==> config.mk <==
export PLATFORM = sky130hd
export DESIGN_NAME = tdc_hit_latch
export DESIGN_NICKNAME = d
export VERILOG_FILES = /design/src/rtl/tdc_hit_pkg.sv /design/src/rtl/tdc_therm_enc.sv /design/src/rtl/tdc_coarse_ctr.sv /design/src/rtl/tdc_hit_fsm.sv /design/src/rtl/tdc_hit_latch.sv
export SDC_FILE = /design/constraint.sdc
export NUM_CORES = 1
export LEC_CHECK = 0
export BUFFER_PORTS_ARGS = -buffer_cell sky130_fd_sc_hd__buf_2
export CAP_MARGIN = 20
export CORE_MARGIN = 1
export CORE_UTILIZATION = 50
export CTS_CLUSTER_SIZE = 40
export DETAILED_ROUTE_END_ITERATION = 7
export GPL_TIMING_DRIVEN = 0
export PLACE_DENSITY_LB_ADDON = 0.25
export SLEW_MARGIN = 10
export SYNTH_ARGS = -nofsm -noshare
export SYNTH_HDL_FRONTEND = slang
export SYNTH_HIERARCHICAL = 1
export SYNTH_SLANG_ARGS = --single-unit
==> constraint.sdc <==
create_clock -name clk -period 3.4 [get_ports clk]
set_input_delay 0.17 -clock clk [delete_from_list [all_inputs] [get_ports clk]]
set_output_delay 0.17 -clock clk [all_outputs]
set_load 0.01 [all_outputs]
==> src/rtl/tdc_hit_pkg.sv <==
package tdc_hit_pkg;
    typedef enum logic [1:0] {
        ST_WAIT_LOW = 2'd0,
        ST_ARMED    = 2'd1,
        ST_DEAD     = 2'd2
    } det_state_e;
endpackage

==> src/rtl/tdc_therm_enc.sv <==
module tdc_therm_enc #(
    parameter int TAPS = 32,
    parameter int FW   = $clog2(TAPS + 1)
) (
    input  logic [TAPS-1:0] pat_i,
    output logic [FW-1:0]   fine_o
);
    // Lowest zero wins; an all-ones pattern reports TAPS.
    always_comb begin
        fine_o = FW'(TAPS);
        for (int i = TAPS - 1; i >= 0; i--) begin
            if (!pat_i[i]) begin
                fine_o = FW'(i);
            end
        end
    end
endmodule

==> src/rtl/tdc_coarse_ctr.sv <==
module tdc_coarse_ctr #(
    parameter int CW = 16
) (
    input  logic          clk,
    input  logic          rst_n,
    output logic [CW-1:0] cnt_dly_o
);
    logic [CW-1:0] cnt_q;

    always_ff @(posedge clk or negedge rst_n) begin
        if (!rst_n) begin
            cnt_q     <= '0;
            cnt_dly_o <= '0;
        end else begin
            cnt_q     <= cnt_q + 1'b1;
            cnt_dly_o <= cnt_q;
        end
    end

    logic run_q;
    always_ff @(posedge clk or negedge rst_n) begin
        if (!rst_n) run_q <= 1'b0;
        else        run_q <= 1'b1;
    end

    // the counter advances by exactly one per clock, wrapping freely
    assert_count_step_R4: assert property (@(posedge clk) disable iff (!rst_n)
        run_q |-> (cnt_q == $past(cnt_q) + 1'b1));
endmodule

==> src/rtl/tdc_hit_fsm.sv <==
module tdc_hit_fsm
    import tdc_hit_pkg::*;
#(
    parameter int DEAD_CYC = 1
) (
    input  logic clk,
    input  logic rst_n,
    input  logic lead_i,
    output logic hit_o
);
    localparam int DW = (DEAD_CYC > 1) ? $clog2(DEAD_CYC) : 1;
    localparam logic [DW-1:0] DEAD_LOAD = DW'(DEAD_CYC - 1);

    det_state_e    state_q, state_d;
    logic [DW-1:0] dcnt_q;

    always_comb begin
        state_d = state_q;
        unique case (state_q)
            ST_WAIT_LOW: if (!lead_i)        state_d = ST_ARMED;
            ST_ARMED:    if (lead_i)         state_d = ST_DEAD;
            ST_DEAD:     if (dcnt_q == '0)   state_d = ST_WAIT_LOW;
            default:                         state_d = ST_WAIT_LOW;
        endcase
    end

    always_ff @(posedge clk or negedge rst_n) begin
        if (!rst_n) begin
            state_q <= ST_WAIT_LOW;
            dcnt_q  <= '0;
        end else begin
            state_q <= state_d;
            if (state_q == ST_ARMED && lead_i)
                dcnt_q <= DEAD_LOAD;
            else if (state_q == ST_DEAD && dcnt_q != '0)
                dcnt_q <= dcnt_q - 1'b1;
        end
    end

    always_comb begin
        hit_o = (state_q == ST_ARMED) && lead_i;
    end

    // an accepted rise always follows a low lead sample
    assert_rise_from_low_R2: assert property (@(posedge clk) disable iff (!rst_n)
        hit_o |-> !$past(lead_i));
    // no two hits on consecutive cycles
    assert_dead_gap_R6: assert property (@(posedge clk) disable iff (!rst_n)
        hit_o |=> !hit_o);
    // a hit always enters the dead state
    assert_enter_dead_R6: assert property (@(posedge clk) disable iff (!rst_n)
        hit_o |=> (state_q == ST_DEAD));
endmodule

==> src/rtl/tdc_hit_latch.sv <==
module tdc_hit_latch #(
    parameter int TAPS     = 32,
    parameter int CW       = 16,
    parameter int DEAD_CYC = 1,
    parameter int FW       = $clog2(TAPS + 1)
) (
    input  logic            clk,
    input  logic            rst_n,
    input  logic [TAPS-1:0] tap_i,
    output logic [FW-1:0]   fine_o,
    output logic [CW-1:0]   coarse_o,
    output logic            ready_o
);
    logic [TAPS-1:0] arr_q;
    logic [FW-1:0]   fine_w;
    logic [CW-1:0]   cnt_dly;
    logic            hit;

    // Reset to ones so a lead tap held high is never read as a fresh rise.
    always_ff @(posedge clk or negedge rst_n) begin
        if (!rst_n) arr_q <= '1;
        else        arr_q <= tap_i;
    end

    tdc_coarse_ctr #(.CW(CW)) u_ctr (
        .clk       (clk),
        .rst_n     (rst_n),
        .cnt_dly_o (cnt_dly)
    );

    tdc_therm_enc #(.TAPS(TAPS), .FW(FW)) u_enc (
        .pat_i  (arr_q),
        .fine_o (fine_w)
    );

    tdc_hit_fsm #(.DEAD_CYC(DEAD_CYC)) u_fsm (
        .clk    (clk),
        .rst_n  (rst_n),
        .lead_i (arr_q[0]),
        .hit_o  (hit)
    );

    always_ff @(posedge clk or negedge rst_n) begin
        if (!rst_n) begin
            ready_o  <= 1'b0;
            fine_o   <= '0;
            coarse_o <= '0;
        end else begin
            ready_o <= hit;
            if (hit) begin
                fine_o   <= fine_w;
                coarse_o <= cnt_dly;
            end
        end
    end

    // ready is a single-cycle strobe
    assert_ready_pulse_R2: assert property (@(posedge clk) disable iff (!rst_n)
        ready_o |=> !ready_o);
    // fine time never exceeds the tap count
    assert_fine_range_R3: assert property (@(posedge clk) disable iff (!rst_n)
        ready_o |-> (fine_o <= FW'(TAPS)));
    // without a hit the reported times stay put
    assert_hold_times_R8: assert property (@(posedge clk) disable iff (!rst_n)
        !hit |=> ($stable(fine_o) && $stable(coarse_o)));
endmodule

==> results of run 1 <==
## worst max-delay path by stage
| stage | startpoint | endpoint | slack, ns | cells past startpoint |
|---|---|---|---|---|
| 4_1_cts | arr_q[11]$_DFF_PN1_ | fine_o[0]$_DFFE_PN0P_ | 1.72 | 6 |
| 2_1_floorplan | arr_q[24]$_DFF_PN1_ | fine_o[4]$_DFFE_PN0P_ | 1.84 | 5 |
| 6_report | arr_q[11]$_DFF_PN1_ | fine_o[0]$_DFFE_PN0P_ | 1.72 | 6 |
| 5_1_grt | arr_q[11]$_DFF_PN1_ | fine_o[0]$_DFFE_PN0P_ | 1.64 | 6 |
| 3_5_place_dp | arr_q[28]$_DFF_PN1_ | fine_o[4]$_DFFE_PN0P_ | 1.73 | 5 |
| 3_3_place_gp | rst_n | coarse_o[8]$_DFFE_PN0P_ | 1.49 | 1 |
## metal layers
layer  up-vias  track usage, %  routed length, µm
li1       1004               -                  -
met1      1052           26.39               2751
met2        55           31.67               3005
met3        11           5.666                278
met4         0           7.680                 71
met5         -               0                  0
## registers in the layout, indices dropped and copies added (netlist names)
register,flops
arr_q,32
coarse_o,16
fine_o,6
ready_o,1
u_ctr/cnt_q,16
u_fsm/dcnt_q,1
u_fsm/state_q,2
u_ctr/cnt_dly_o,16
## cell type report
type	instances	area (µm²)
Buffer	2	22.52
Clock buffer	11	131.4
Clock inverter	5	55.05
Fill cell	500	2141
Inverter	11	41.29
Multi-Input combinational cell	126	929.6
Sequential cell	90	2292
Tap cell	77	96.34
Timing Repair Buffer	90	640.6
## cells in the mapped netlist, types with 2 or more instances
master / n / area, µm²
a21oi_1: 4 / 20.02
a31oi_1: 4 / 25.02
buf_6: 2 / 22.52
dfrtp_1: 58 / 1451
dfstp_2: 32 / 840.8
inv_1: 11 / 41.29
mux2_2: 22 / 247.7
nand2_1: 16 / 60.06
nand2b_1: 2 / 12.51
nand3_1: 11 / 55.05
nand4_1: 11 / 68.82
nor2_1: 9 / 33.78
nor3_1: 6 / 30.03
nor4_2: 4 / 50.05
o2111ai_1: 2 / 17.52
o21ai_0: 6 / 30.03
xnor2_1: 4 / 35.03
xor2_1: 10 / 87.58
## through the flow
stage	power (mW)	hold WS, ns	utilization [%]	cells	instance area [µm²]
detailed placement	1.285	0.1667	58.15	363	3692
global route	2.076	0.3766	66.29	412	4209
global placement	1.277	0.2757	57.67	362	3662
finish	1.984	0.3490	66.29	412	4209
CTS	2.010	0.3192	66.29	412	4209
floorplan	1.213	-0.1256	-	229	3286
## power by group through the flow
stage               combinational, mW  sequential (mW)  clock, mW
CTS                             0.146             1.15      0.715
detailed placement              0.116             1.17          0
global placement                0.109             1.17          0
global route                    0.161             1.16      0.759
finish                          0.145             1.15      0.689
floorplan                      0.0426             1.17          0
## cells by family (layout without fill, tap and decap cells)
family | after synthesis | in the layout
simple gates | 67 | 67
xor+xnor | 14 | 14
buf+inv | 13 | 119
flops | 90 | 90
fa+ha+maj | 1 | 1
compound gates | 22 | 22
mux | 22 | 22
==> results.txt, run 1 <==
The tools report the number of warnings reported in the yosys synthesis log as 6. The run gives 20.01% as the global routing usage summed across all routing layers. Multiplexer share of the synthesized area: 7.540%. Traced cell by cell, the critical path runs through inv_1 > o21ai_0 > a21o_1 > o2111ai_1 > o221a_2 > mux2_2. Summed over all cells, the static leakage comes to 1.982 nW. Clock-pin slew was measured on the worst setup and hold paths at 0.09 ns. In this run the register-to-register setup slack is 1.72 ns.

The number of cells on the worst reg-to-reg path is 6. The sequential share of the synthesized area is 69.76%. The run gives 3.860 mm as the placed wire-length estimate after detailed placement. STA classifies the critical path endpoint as a register. At the end of routability-driven placement, the weighted congestion stood at 0.7809.

The vertical extent of the die is 83.07 µm. Setup repair after global routing left no endpoint under its margin. The post-synthesis share of cell area spent on full adders, half adders and majority gates works out to 0.3808%. For the max-slew violation count, the log shows 0. The number of setup buffers added after CTS is 0.

The largest incremental delay on the critical path is 0.55 ns. Reg-to-reg critical path endpoint: fine_o[0]$_DFFE_PN0P_. Worst min-delay path class: primary input to asynchronous set/reset pin. The tools report the clock share of power as 34.7%.

The repair_antennas step left the layout with diodes totalling 0. Each instance of the synthesized netlist takes up on average 14.35 µm². The run finished with clean final reports. The clock reaches the later pin of the worst-skew pair after 0.35 ns. Of the total power, registers draw 58.0%. The internal power of the cells totals 1.540 mW. Most common cell after layout, fill and taps aside: dfrtp_1.

The number of gates resized after CTS was 0; the maximum level of the CTS H-tree was 3. Power spread over the standard cell area amounts to 471.4 mW/mm². In this run, post-CTS hold repair placed 33 buffers.

The first detailed-routing pass took 4 iterations. The share of power burned in combinational logic came out at 7.3%. Post-synthesis cell type count: 33. Dividing the detail-routed wire length by the instance count gives 14.82 µm.

The floorplan step set the die width to 83.07 µm. Count of state elements after synthesis: 90. The area of the core came out at 0.006350 mm². The smallest clock period supported by the final layout is computed as 1.678 ns. Once the floorplan was initialized, standard cells occupied 51.74% of the core.

Clock skew on the completed layout was measured at 0.01393 ns. Final count of hold timing violations: 0. After synthesis the cells add up to 0.003286 mm². The total clock sinks is 90.

The post-synthesis compound-gate area fraction came out at 4.532%. In this run the clock root is driven by a clkbuf_8. The first global-routing pass estimated 10.61 mm of wire. Along the worst path, the maximum fanout reaches 3.

At the placement stage, the worst setup path has a slack of 1.729 ns. The logs give 357.8 µV for the peak supply drop and 9 for the number of buffers created by CTS. After synthesis, the share of flip-flops with an asynchronous set or reset is 100.0%. For the initial antenna violation count, the log shows 0. The layout net count came out at 365. The run gives 0 as the overflow left after global routing.

The maximum number of pins on one net before global-route repair came out at 54. The number of global-route vias before repair came out at 2232. The logs give 229 for the synthesized instance count and 0 for the max-capacitance violation count.

The logs give 2122 for the vias after detailed routing and 264 for the synthesized netlist net count. The worst slew slack as a fraction of its limit is 67.43%. By startpoint and endpoint, the worst setup path is classified as register to register. The detailed-route vias per instance was 5.150; the share of the cycle needed by the critical path after routing was 49.36%. For this block, the routed nets add up to 6.105 mm of wire.

The count of nets left with antenna violations once routing finished came out at 0. The top cell types in the final layout, fill and taps aside, are dfrtp_1, buf_2, dlygate4sd3_1, dfstp_2, mux2_2. The number of buffers inserted by port buffering is 56, and the data arrival time of the worst path is 1.91 ns. The synthesized design contains 0 enable-type register cells.

In the synthesized netlist the dominant register cell turns out to be dfrtp_1. For the site row count, the log shows 29. For this design, the slowest cell found on the critical path is dfstp_2.

In this run the critical register-to-register path is launched from arr_q[11]$_DFF_PN1_. TritonCTS built the clock tree. After synthesis, the largest family of logic cells by area is simple AND/OR/NAND/NOR gates. Setup violations remaining at the end of the flow were counted as 0. The worst setup path is launched from a register. For this run, the top clock speed supported by timing is 0.5958 GHz. The floorplan step defined a die boundary enclosing 0.006900 mm².

The gate family responsible for the most delay along the worst path is compound AO/OA/AOI/OAI gates. After the first detailed-routing iteration, the DRC count stood at 92. The actual transition at the worst max-transition pin was 0.4886 ns.

For this run, design rule violations remaining after detail routing come to 0. The final critical-path setup slack was 1.722 ns; the buffer levels on the longest clock path was 2. 57 I/O pins were placed. The sum of negative setup slack was 0 ns.

Of the cells placed in the final design, the portion with a size suffix greater than 1 is 40.30%. The combined buffer and inverter count along the critical path is 1, and the switching power total is 444.4 µW. The layout overhead on the synthesized area was 28.10%; the required time reported for the critical path endpoint was 3.63 ns. Of the total synthesized cell area, the portion taken by XOR and XNOR cells is 3.732%.

Net switching is 22.40% of the power. The area fraction in and, or, nand and nor cells after synthesis works out to 12.11%.
(Power assumes the default switching activity.)
==> run 2, diff against run 1 <==
--- a/config.mk
+++ b/config.mk
@@ -8,7 +8,7 @@
 export BUFFER_PORTS_ARGS = -buffer_cell sky130_fd_sc_hd__buf_2
 export CAP_MARGIN = 20
 export CORE_MARGIN = 1
-export CORE_UTILIZATION = 50
+export CORE_UTILIZATION = 49
 export CTS_CLUSTER_SIZE = 40
 export DETAILED_ROUTE_END_ITERATION = 7
 export GPL_TIMING_DRIVEN = 0
==> constraint.sdc (replaced) <==
create_clock -name clk -period 1.4 [get_ports clk]
set_input_delay 0.07 -clock clk [delete_from_list [all_inputs] [get_ports clk]]
set_output_delay 0.07 -clock clk [all_outputs]
set_load 0.01 [all_outputs]
==> results.txt, run 2 (synthesized netlist as in run 1, its figures left out) <==
The power after layout is 4.699 mW (was 1.984 mW). The type of element capturing the critical path is a register (unchanged). The layout net count was 376 (was 365); the placement-stage cell area was 0.003697 mm² (was 0.003692 mm²). The type of the worst setup path was register to register (unchanged).

The total placed cells including tap cells was 363 (unchanged); the area of the core was 0.006422 mm² (was 0.006350 mm²). The logs give 0.004457 mm² (was 0.004209 mm²) for the post-route cell area and 1.64 ns (was 3.63 ns) for the required time reported for the critical path endpoint. The number of buffers inserted by port buffering is 56 (unchanged), and the worst slack at placement is -0.2322 ns (was 1.729 ns). The worst slew slack as a fraction of its limit came out at 63.35% (was 67.43%). The max-slew violation count was 0 (unchanged). Share of the core filled with cells in the final layout: 69.39% (was 66.29%). The tools report the sum of negative setup slack as -1.155 ns (was 0 ns).

Register area: 0.002293 mm² (was 0.002292 mm²). For the vias after detailed routing, the log shows 2171 (was 2122). The flip-flop count of the largest register after layout is 32 (unchanged), and the initial antenna violation count is 0 (unchanged). The layout overhead on the synthesized area is 35.64% (was 28.10%), and the number of global-route vias before repair is 2191 (was 2232).

The run finished, with violations left. Width of the die: 83.89 µm (was 83.07 µm). For the wire length on met2, the log shows 3.081 mm (was 3.005 mm). The overflow left after global routing came out at 0 (unchanged). The tools report the number of standard cells in the final layout excluding fillers as 423 (was 412). The number of cells traversed by the worst register-to-register path is 6 (unchanged). TritonCTS built the clock tree. The most common cell after layout, fill and taps aside was dfrtp_1 (unchanged). The logs give 3 (unchanged) for the maximum level of the CTS H-tree and 0 (unchanged) for the final count of hold timing violations. The checks that failed: design-rule violations, negative setup slack. The detailed-route vias per instance is 5.132 (was 5.150), and the shortest period the worst path allows is 1.641 ns (was 1.678 ns). For the boundary pin count, the log shows 57 (unchanged).

The number of buffers created by CTS was 9 (unchanged); the buffer levels on the longest clock path was 2 (unchanged). The post-CTS clock slew at the launch and capture registers of the worst setup and hold paths works out to 0.08 ns (was 0.09 ns). The register with the most flip-flops is arr_q (unchanged). The area of the multi-input gates came out at 0.001081 mm² (was 929.6 µm²).

The tools report the sum of met3 wire segment lengths after detailed routing as 270 µm (was 278 µm). The logs give -0.24 ns (was 1.72 ns) for the setup slack of the most critical reg-to-reg path and 100 (was 92) for the number of DRC violations after detailed-routing iteration 0. The tools report the reg-to-reg critical path endpoint as fine_o[0]$_DFFE_PN0P_ (unchanged). The starting utilization of the core area was 51.16% (was 51.74%).

The remaining routing DRC violations was 12 (was 0). The tools report the smallest hold slack as 0.2516 ns (was 0.3490 ns). The worst min-delay path class is primary input to asynchronous set/reset pin (unchanged). The run gives 0 (unchanged) as the max-capacitance violation count. The worst-path cell with the longest stage delay was dfstp_2 (unchanged). The logs give 29 (unchanged) for the site row count and 0.007037 mm² (was 0.006900 mm²) for the die outline area. The run gives 3.832 mm (was 3.860 mm) as the placed wire-length estimate after detailed placement. The tools report the master cell of the clock root buffer as clkbuf_8 (unchanged).

The reg-to-reg critical path startpoint is arr_q[31]$_DFF_PN1_ (was arr_q[11]$_DFF_PN1_). The setup-violating endpoint count in the final report is 6 (was 0), and the peak supply drop is 835.3 µV (was 357.8 µV). Chain of cells forming the critical path: nand3b_1 > nand3_4 > a31oi_4 > a2111oi_4 > o221a_2 > mux2_4 (was inv_1 > o21ai_0 > a21o_1 > o2111ai_1 > o221a_2 > mux2_2). Antenna diode count: 0 (unchanged).

The run gives 1.88 ns (was 1.91 ns) as the data arrival time of the worst path. The clock latency reported for the late side of the worst-skew pair is 0.35 ns (about the same), and the vertical extent of the die is 83.89 µm (was 83.07 µm). The kind of start point of the critical path was a register (unchanged).

The peak clock frequency supported by timing came out at 0.6095 GHz (was 0.5958 GHz). The tools report the first-pass GRT wire length as 10.37 mm (was 10.61 mm). The final antenna-violating net count came out at 0 (unchanged).

Power density over cell area: 1054 mW/mm² (was 471.4 mW/mm²). Largest fanout on the critical path: 3 (unchanged). The final critical-path setup slack is -0.2408 ns (was 1.722 ns), and the share of the cycle needed by the critical path after routing is 117.2% (was 49.36%). The filler cell count in the final layout was 469 (was 500); the actual transition at the worst max-transition pin was 0.5497 ns (was 0.4886 ns).

The cell leakage power is 2.091 nW (was 1.982 nW). The wire length on met1 came out at 2.875 mm (was 2.751 mm). The total clock sinks was 90 (unchanged); the setup skew after layout was 0.009644 ns (was 0.01393 ns). Highest metal layer with signal wires: met4 (unchanged). Share of cells above drive strength 1: 47.11% (was 40.30%). Largest incremental delay on the critical path: 0.54 ns (was 0.55 ns).

The tools report the global routing usage summed across all routing layers as 19.49% (was 20.01%). Commonest cells after routing, fill and taps aside: dfrtp_1, buf_2, dlygate4sd3_1, dfstp_2 (was dfrtp_1, buf_2, dlygate4sd3_1, dfstp_2, mux2_2). Setup repair after global routing could not meet its margin everywhere. The tools report the length of the first detailed-routing pass in iterations as 6 (was 4). The detailed-route wire length per cell was 14.90 µm (was 14.82 µm); the maximum number of pins on one net before global-route repair was 48 (was 54). Final weighted congestion in routability-driven placement: 0.7723 (was 0.7809). The run gives 6.304 mm (was 6.105 mm) as the total detailed-routing wirelength.
-- run 2: worst max-delay path by stage --
stage	startpoint	end	slack, ns
floorplan	arr_q[30]$_DFF_PN1_	fine_o[4]$_DFFE_PN0P_	-0.09
global placement	rst_n	u_ctr/cnt_q[0]$_DFF_PN0_	-0.44
detailed placement	arr_q[29]$_DFF_PN1_	fine_o[0]$_DFFE_PN0P_	-0.23
CTS	arr_q[19]$_DFF_PN1_	fine_o[1]$_DFFE_PN0P_	-0.22
global route	arr_q[28]$_DFF_PN1_	fine_o[4]$_DFFE_PN0P_	-0.30
finish	arr_q[31]$_DFF_PN1_	fine_o[0]$_DFFE_PN0P_	-0.24
-- run 2: repair_timing --
item                       CTS  global route
pin swaps                    5             4
hold buffers                33             0
setup endpoints to repair   22            27
buffers inserted             8             2
gates resized for setup     21            20
hold endpoints to repair    53             0
cloned                       0             1
-- run 2: per-layer routing --
metal	vias to the layer above	track usage, %
li1	1031	-
met1	1086	25.61
met2	47	30.92
met3	7	6.924
met4	0	5.172
met5	-	0
-- run 2: report_power, final --
part           total (mW)  leakage, nW  switching, mW  internal [mW]
clock                1.49       0.0861          0.854          0.634
sequential           2.79         1.10         0.0700           2.72
combinational       0.417        0.908          0.184          0.233
-- run 2: layout make-up --
cell class                      instances  area share [%]
Sequential cell                        90           51.46
Multi-Input combinational cell        126           24.26
Timing Repair Buffer                  101           16.62
Clock buffer                           10           2.864
Tap cell                               77           2.162
Inverter                               11           1.095
Buffer                                  2          0.7861
Clock inverter                          6          0.7580
-- run 2: worst max-delay path: cells and delay by family, from the launching register on --
family,cells,cell delay (ns)
AO/OA/AOI/OAI,3,0.49
flip-flops,1,0.54
multiplexers,1,0.25
AND/OR/NAND/NOR,2,0.25
